===== config.mk =====
export PLATFORM = sky130hd
export DESIGN_NAME = xbus_seq
export DESIGN_NICKNAME = d
export VERILOG_FILES = /design/src/rtl/xbus_pkg.sv /design/src/rtl/xbus_phase.sv /design/src/rtl/xbus_strobe_gen.sv /design/src/rtl/xbus_seq.sv
export SDC_FILE = /design/constraint.sdc
export NUM_CORES = 1
export LEC_CHECK = 0
export BUFFER_PORTS_ARGS = -buffer_cell sky130_fd_sc_hd__buf_2
export CAP_MARGIN = 20
export CORE_ASPECT_RATIO = 2
export CORE_MARGIN = 1.5
export CORE_UTILIZATION = 45
export CTS_BUF_LIST = sky130_fd_sc_hd__clkbuf_8
export DETAILED_ROUTE_END_ITERATION = 12
export PLACE_DENSITY = 0.72
export SLEW_MARGIN = 20
export SYNTH_ARGS = -nofsm -noshare
export SYNTH_HDL_FRONTEND = slang
export SYNTH_SLANG_ARGS = --single-unit

===== constraint.sdc =====
create_clock -name clk -period 6.3 [get_ports clk]
set_input_delay 1.26 -clock clk [delete_from_list [all_inputs] [get_ports clk]]
set_output_delay 1.26 -clock clk [all_outputs]
set_load 0.01 [all_outputs]

===== src/rtl/xbus_pkg.sv =====
package xbus_pkg;
    typedef enum logic [1:0] {
        CYC_IDLE  = 2'd0,
        CYC_FETCH = 2'd1,
        CYC_READ  = 2'd2,
        CYC_WRITE = 2'd3
    } cyc_kind_e;
endpackage


===== src/rtl/xbus_phase.sv =====
module xbus_phase #(
    parameter int CYC_LEN = 12,
    parameter int PH_W    = $clog2(CYC_LEN)
) (
    input  logic            clk,
    input  logic            rst,
    output logic [PH_W-1:0] phase,
    output logic            last
);
    localparam logic [PH_W-1:0] LAST_PH = PH_W'(CYC_LEN - 1);

    logic [PH_W-1:0] phase_d, phase_q;

    always_comb begin
        phase_d = (phase_q == LAST_PH) ? '0 : phase_q + 1'b1;
    end

    always_ff @(posedge clk) begin
        if (rst) phase_q <= '0;
        else     phase_q <= phase_d;
    end

    assign phase = phase_q;
    assign last  = (phase_q == LAST_PH);

    // the count wraps back to phase 0 after the last phase
    assert_phase_wrap_R1: assert property (@(posedge clk) disable iff (rst)
        last |=> (phase == '0));
endmodule


===== src/rtl/xbus_strobe_gen.sv =====
module xbus_strobe_gen
    import xbus_pkg::*;
#(
    parameter int CYC_LEN = 12,
    parameter int ALE_W   = 2,
    parameter int STB_GAP = 3,
    parameter int STB_W   = 6,
    parameter int PH_W    = $clog2(CYC_LEN)
) (
    input  logic            clk,
    input  logic            rst,
    input  logic [PH_W-1:0] phase,
    input  cyc_kind_e       kind,
    output logic            ale,
    output logic            psen_n,
    output logic            rd_n,
    output logic            wr_n,
    output logic            addr_slot,
    output logic            second_half,
    output logic            wdrive,
    output logic            smp
);
    localparam int HALF      = CYC_LEN / 2;
    localparam int CODE_LO   = ALE_W + 1;
    localparam int DSTB_FIRST = ALE_W + STB_GAP;
    localparam int DSTB_LAST  = DSTB_FIRST + STB_W - 1;

    always_comb begin
        int p;
        logic in_first_code, in_second_code, in_dstb;
        p = int'(phase);
        in_first_code  = (p >= CODE_LO) && (p < HALF);
        in_second_code = (p >= HALF + CODE_LO) && (p < CYC_LEN);
        in_dstb        = (p >= DSTB_FIRST) && (p <= DSTB_LAST);

        second_half = (p >= HALF);
        ale = (p < ALE_W) ||
              ((p >= HALF) && (p < HALF + ALE_W) &&
               (kind == CYC_FETCH || kind == CYC_IDLE));
        psen_n = !((kind == CYC_FETCH) && (in_first_code || in_second_code));
        rd_n   = !((kind == CYC_READ)  && in_dstb);
        wr_n   = !((kind == CYC_WRITE) && in_dstb);
        addr_slot = ((kind != CYC_IDLE) && (p <= ALE_W)) ||
                    ((kind == CYC_FETCH) && (p >= HALF) && (p <= HALF + ALE_W));
        wdrive = (kind == CYC_WRITE) && (p > ALE_W);
        smp    = ((kind == CYC_FETCH) && (p == HALF - 1 || p == CYC_LEN - 1)) ||
                 ((kind == CYC_READ)  && (p == DSTB_LAST));
    end

    // data strobes are never low together
    assert_rw_exclusive_R7: assert property (@(posedge clk) disable iff (rst)
        !(!rd_n && !wr_n));
    // code strobe never overlaps a data strobe
    assert_psen_quiet_R5: assert property (@(posedge clk) disable iff (rst)
        !psen_n |-> (rd_n && wr_n));
    // latch pulse lasts two clocks
    assert_ale_width_R2: assert property (@(posedge clk) disable iff (rst)
        $rose(ale) |=> ale);
    // read strobe falls three clocks after the latch strobe falls
    assert_rd_delay_R7: assert property (@(posedge clk) disable iff (rst)
        $fell(rd_n) |-> (!$past(ale, 3) && $past(ale, 4)));
endmodule


===== src/rtl/xbus_seq.sv =====
module xbus_seq
    import xbus_pkg::*;
#(
    parameter int CYC_LEN = 12,
    parameter int ALE_W   = 2,
    parameter int STB_GAP = 3,
    parameter int STB_W   = 6,
    parameter int DATA_W  = 8,
    parameter int ADDR_W  = 16
) (
    input  logic              clk,
    input  logic              rst,
    output logic              req_ready,
    input  logic              req_valid,
    input  logic [1:0]        req_kind,
    input  logic              req_wide,
    input  logic [ADDR_W-1:0] req_addr,
    input  logic [DATA_W-1:0] req_wdata,
    input  logic              p2_load,
    input  logic [DATA_W-1:0] p2_din,
    output logic              rsp_valid,
    output logic [DATA_W-1:0] rsp_data,
    output logic [DATA_W-1:0] ad_out,
    output logic              ad_oe,
    input  logic [DATA_W-1:0] ad_in,
    output logic [ADDR_W-DATA_W-1:0] hi_out,
    output logic              ale,
    output logic              psen_n,
    output logic              rd_n,
    output logic              wr_n
);
    localparam int PH_W = $clog2(CYC_LEN);
    localparam int HI_W = ADDR_W - DATA_W;

    typedef struct packed {
        cyc_kind_e         kind;
        logic              wide;
        logic [ADDR_W-1:0] addr;
        logic [DATA_W-1:0] wdata;
        logic [HI_W-1:0]   p2;
        logic              rsp_v;
        logic [DATA_W-1:0] rsp_d;
    } seq_t;

    seq_t s_d, s_q;
    logic [PH_W-1:0]   phase;
    logic              last;
    logic              addr_slot, second_half, wdrive, smp;
    logic [ADDR_W-1:0] cur_addr;

    xbus_phase #(.CYC_LEN(CYC_LEN), .PH_W(PH_W)) u_phase (
        .clk(clk), .rst(rst), .phase(phase), .last(last)
    );

    xbus_strobe_gen #(
        .CYC_LEN(CYC_LEN), .ALE_W(ALE_W), .STB_GAP(STB_GAP),
        .STB_W(STB_W), .PH_W(PH_W)
    ) u_strobe (
        .clk(clk), .rst(rst), .phase(phase), .kind(s_q.kind),
        .ale(ale), .psen_n(psen_n), .rd_n(rd_n), .wr_n(wr_n),
        .addr_slot(addr_slot), .second_half(second_half),
        .wdrive(wdrive), .smp(smp)
    );

    always_comb begin
        s_d       = s_q;
        s_d.rsp_v = 1'b0;
        if (p2_load) s_d.p2 = p2_din;
        if (last) begin
            if (req_valid) begin
                s_d.kind  = cyc_kind_e'(req_kind);
                s_d.wide  = req_wide;
                s_d.addr  = req_addr;
                s_d.wdata = req_wdata;
            end else begin
                s_d.kind  = CYC_IDLE;
            end
        end
        if (smp) begin
            s_d.rsp_v = 1'b1;
            s_d.rsp_d = ad_in;
        end
    end

    always_ff @(posedge clk) begin
        if (rst) begin
            s_q       <= '0;
            s_q.kind  <= CYC_IDLE;
            s_q.p2    <= '1;
        end else begin
            s_q <= s_d;
        end
    end

    always_comb begin
        cur_addr = (s_q.kind == CYC_FETCH && second_half) ? s_q.addr + 1'b1 : s_q.addr;
        ad_out   = wdrive ? s_q.wdata : cur_addr[DATA_W-1:0];
        ad_oe    = addr_slot || wdrive;
        if (s_q.kind == CYC_FETCH ||
            ((s_q.kind == CYC_READ || s_q.kind == CYC_WRITE) && s_q.wide))
            hi_out = cur_addr[ADDR_W-1:DATA_W];
        else
            hi_out = s_q.p2;
    end

    assign req_ready = last;
    assign rsp_valid = s_q.rsp_v;
    assign rsp_data  = s_q.rsp_d;

    // the shared bus is released while the read strobe is low
    assert_bus_free_on_read_R7: assert property (@(posedge clk) disable iff (rst)
        !rd_n |-> !ad_oe);
    // the bus is driven while the write strobe is low and one clock after
    assert_write_drive_R8: assert property (@(posedge clk) disable iff (rst)
        !wr_n |-> ad_oe);
    assert_write_hold_R8: assert property (@(posedge clk) disable iff (rst)
        $rose(wr_n) |-> (ad_oe && $stable(ad_out)));
    // each returned byte is a single-clock pulse
    assert_rsp_pulse_R12: assert property (@(posedge clk) disable iff (rst)
        rsp_valid |=> !rsp_valid);
    // no code strobe while a data transfer is in its cycle
    assert_no_code_in_data_R5: assert property (@(posedge clk) disable iff (rst)
        (!rd_n || !wr_n) |-> psen_n);
endmodule


==> flow_metrics.tcl <==
set metrics [dict create \
    r2r-end "s_q[30]$_SDFFE_PP0P_" \
    route.detailed.drc 0 \
    crit_path_end_kind "output port" \
    routed_wl_um 6309 \
    track_usage_pct 20.87 \
    portBuffers 77 \
    p_leak_nw 1.125 \
    num_vias 2476 \
    holdPathStages 2 \
    worst_pin_slew_ps 929.1 \
    cts_max_level 2 \
    rsz0062_at_grt "no" \
    yosys.area.top_type "dfxtp_1" \
    diodes 0 \
    max_cap_violations 0 \
    area_delta_synth_final_pct 15.37 \
    outcome "completed" \
    r2r_slack_ps 3970 \
    fmax_mhz 275.8 \
    yosys_register_bits 48 \
    finalSetupViolCount 0 \
    dieHeight_um 109.1 \
    postCtsHoldBufs 0 \
    synthFlopType "dfxtp_1" \
    p_total_mw 0.5331 \
    overflow 0 \
    yosysWarnings 0 \
    synth_top_area_share_pct 37.96 \
    netlist_area_um2 2531 \
    clock-root-buffer "clkbuf_8" \
    hp-start "s_q[22]$_SDFFE_PP0P_" \
    timing.hold.ws_ps 458.5 \
    clockBufferDepth 2 \
    cts_sinks 48 \
    postCtsResizedCells 0 \
    via_per_inst 5.442 \
    die_w_um 56.03 \
    cp.arrival_ps 2370 \
    grt_max_degree 49 \
    period_minus_slack_ps 3626 \
    numCtsBuffers 5 \
    syn-instance-count 341 \
    critPathLaunchType "flop" \
    dp_hpwl_um 4770 \
    ys_seq_area_share_pct 37.96 \
    finalCritPeriodShare_pct 57.56 \
    min_to "s_q[22]$_SDFFE_PP0P_" \
    routedWlPerCell_um 13.87 \
    synth_fp_nets 393 \
    core_area_um2 5420 \
    synthTopCellsByCount "nand2_1 (74), dfxtp_1 (48), a21oi_1 (40)" \
    clkTransAtPathRegs_ps 80 \
    nets 447 \
    post_cts_buffers 0 \
    start_util_pct 46.70 \
    die_area_um2 6111 \
    final-hold-violation-count 0 \
    antenna_found_initial 0 \
    powerDensity_nw_per_um2 182.5 \
    critPathKind "reg2out" \
    synth_most_common_cell "nand2_1" \
    path_max_fanout 14 \
    synthTopCellsByArea "dfxtp_1 (38%), nand2_1 (11%), a21oi_1 (7.9%)" \
    final.setup.tns_ps 0 \
    rr_worst_depth 6 \
    firstDrtPassIters 4 \
    io_pins 78 \
    async_reset_ff_share_pct 0 \
    hp-class "reg2reg" \
    r2r_start "u_phase.phase[1]$_SDFF_PP0_" \
    synth_edf_count 0 \
    clock_latency_ps 300 \
    cp.required_ps 5040 \
    slew_headroom_pct 37.83 \
    syn_area_per_cell_um2 7.423 \
    nFillCells 584 \
    tritoncts "done" \
    gp_congestion 0.8812 \
    synth.distinct_cells 39 \
    placementRows 38 \
    drtIter0Drc 79 \
    grt_pass1_vias 2256 \
    antenna_left 0 \
    fin_skew_ps 2.843 \
    grt_pass1_wl_um 10120 \
    drive_gt1_share_pct 21.77 \
    drv_slew 0 \
    ir_worst_vdd_mv 0.1646 \
]
## layout make-up
cell class	count	area, um2	share of cell area [%]
flip-flops and latches	48	960.9	32.90
multi-input cells	258	1403	48.03
inverters	5	18.77	0.6427
repair buffers	77	385.4	13.20
clock buffers	5	68.82	2.356
clock inverters	2	8.758	0.2999
well taps	60	75.07	2.571
## worst max path at each step
stage | startpoint | to
detailed placement | u_phase.phase[2]$_SDFF_PP0_ | hi_out[7]
global route | u_phase.phase[2]$_SDFF_PP0_ | hi_out[7]
CTS | u_phase.phase[2]$_SDFF_PP0_ | hi_out[7]
finish | u_phase.phase[2]$_SDFF_PP0_ | hi_out[7]
floorplan | u_phase.phase[1]$_SDFF_PP0_ | hi_out[7]
global placement | u_phase.phase[2]$_SDFF_PP0_ | hi_out[7]
## layout by cell type, fill, tap and decap left out, types with 2 or more instances in the layout
cell      instances
a21oi_1          40
inv_1             5
mux2i_1           2
ha_1              5
nor2_1           21
nand3b_1          4
o31ai_1           5
dfxtp_1          48
and4_1            2
xor2_1            4
nand2_1          74
nand4_1           2
a31oi_1           7
nor3_1            2
o21ai_0          12
nand3_1          19
clkbuf_8          5
and2_1            2
o21ai_1           9
a21o_1            3
nand2b_1          2
or3_1             2
nor2b_1          11
and3_1            2
or4_1             5
o22ai_1           2
a211o_1           8
buf_2            77
xnor2_1           5
## per-stage QoR
| stage | utilization [%] | area [um2] | setup slack (ps) | std cells |
|---|---|---|---|---|
| 2_1_floorplan | - | 2531 | 3274 | 341 |
| 3_3_place_gp | 52.45 | 2843 | 3060 | 448 |
| 3_5_place_dp | 52.45 | 2843 | 3016 | 448 |
| 4_1_cts | 53.88 | 2920 | 2692 | 455 |
| 5_1_grt | 53.88 | 2920 | 2538 | 455 |
| 6_report | 53.88 | 2920 | 2674 | 455 |
## metal layers
| layer | track usage [%] | vias up | share of wire, % |
|---|---|---|---|
| li1 | - | 1274 | - |
| met1 | 21.12 | 1110 | 37 |
| met2 | 41.34 | 78 | 56 |
| met3 | 2.966 | 14 | 4.6 |
| met4 | 8.503 | 0 | 2.7 |
| met5 | 0 | - | 0 |
## state kept, by name (all words and copies together) (netlist names)
name and cells:
rsp_data 8, rsp_valid 1, s_q 35, u_phase.phase 4
## logic make-up (layout without fill, tap and decap cells)
family / after synthesis / after routing / share of synthesized area [%]
mux: 2 / 2 / 0.7909
simple gates: 154 / 154 / 28.97
fa+ha+maj: 5 / 5 / 2.472
xor+xnor: 9 / 9 / 3.114
flops: 48 / 48 / 37.96
compound gates: 88 / 88 / 20.07
buf+inv: 35 / 89 / 6.623
## critical path, stage by stage (launching register included)
cell and delay, ps:
dfxtp_1 570, a21oi_2 170, or3_1 510, or4_1 510
a31oi_1 170, buf_2 150
## where the power goes
part	leakage (nW)	switching, mW	total (mW)	internal, mW
clock	0.0452	0.0950	0.169	0.0740
combinational	0.691	0.0245	0.0498	0.0253
sequential	0.389	0.00599	0.314	0.308
(Power assumes the default switching activity.)
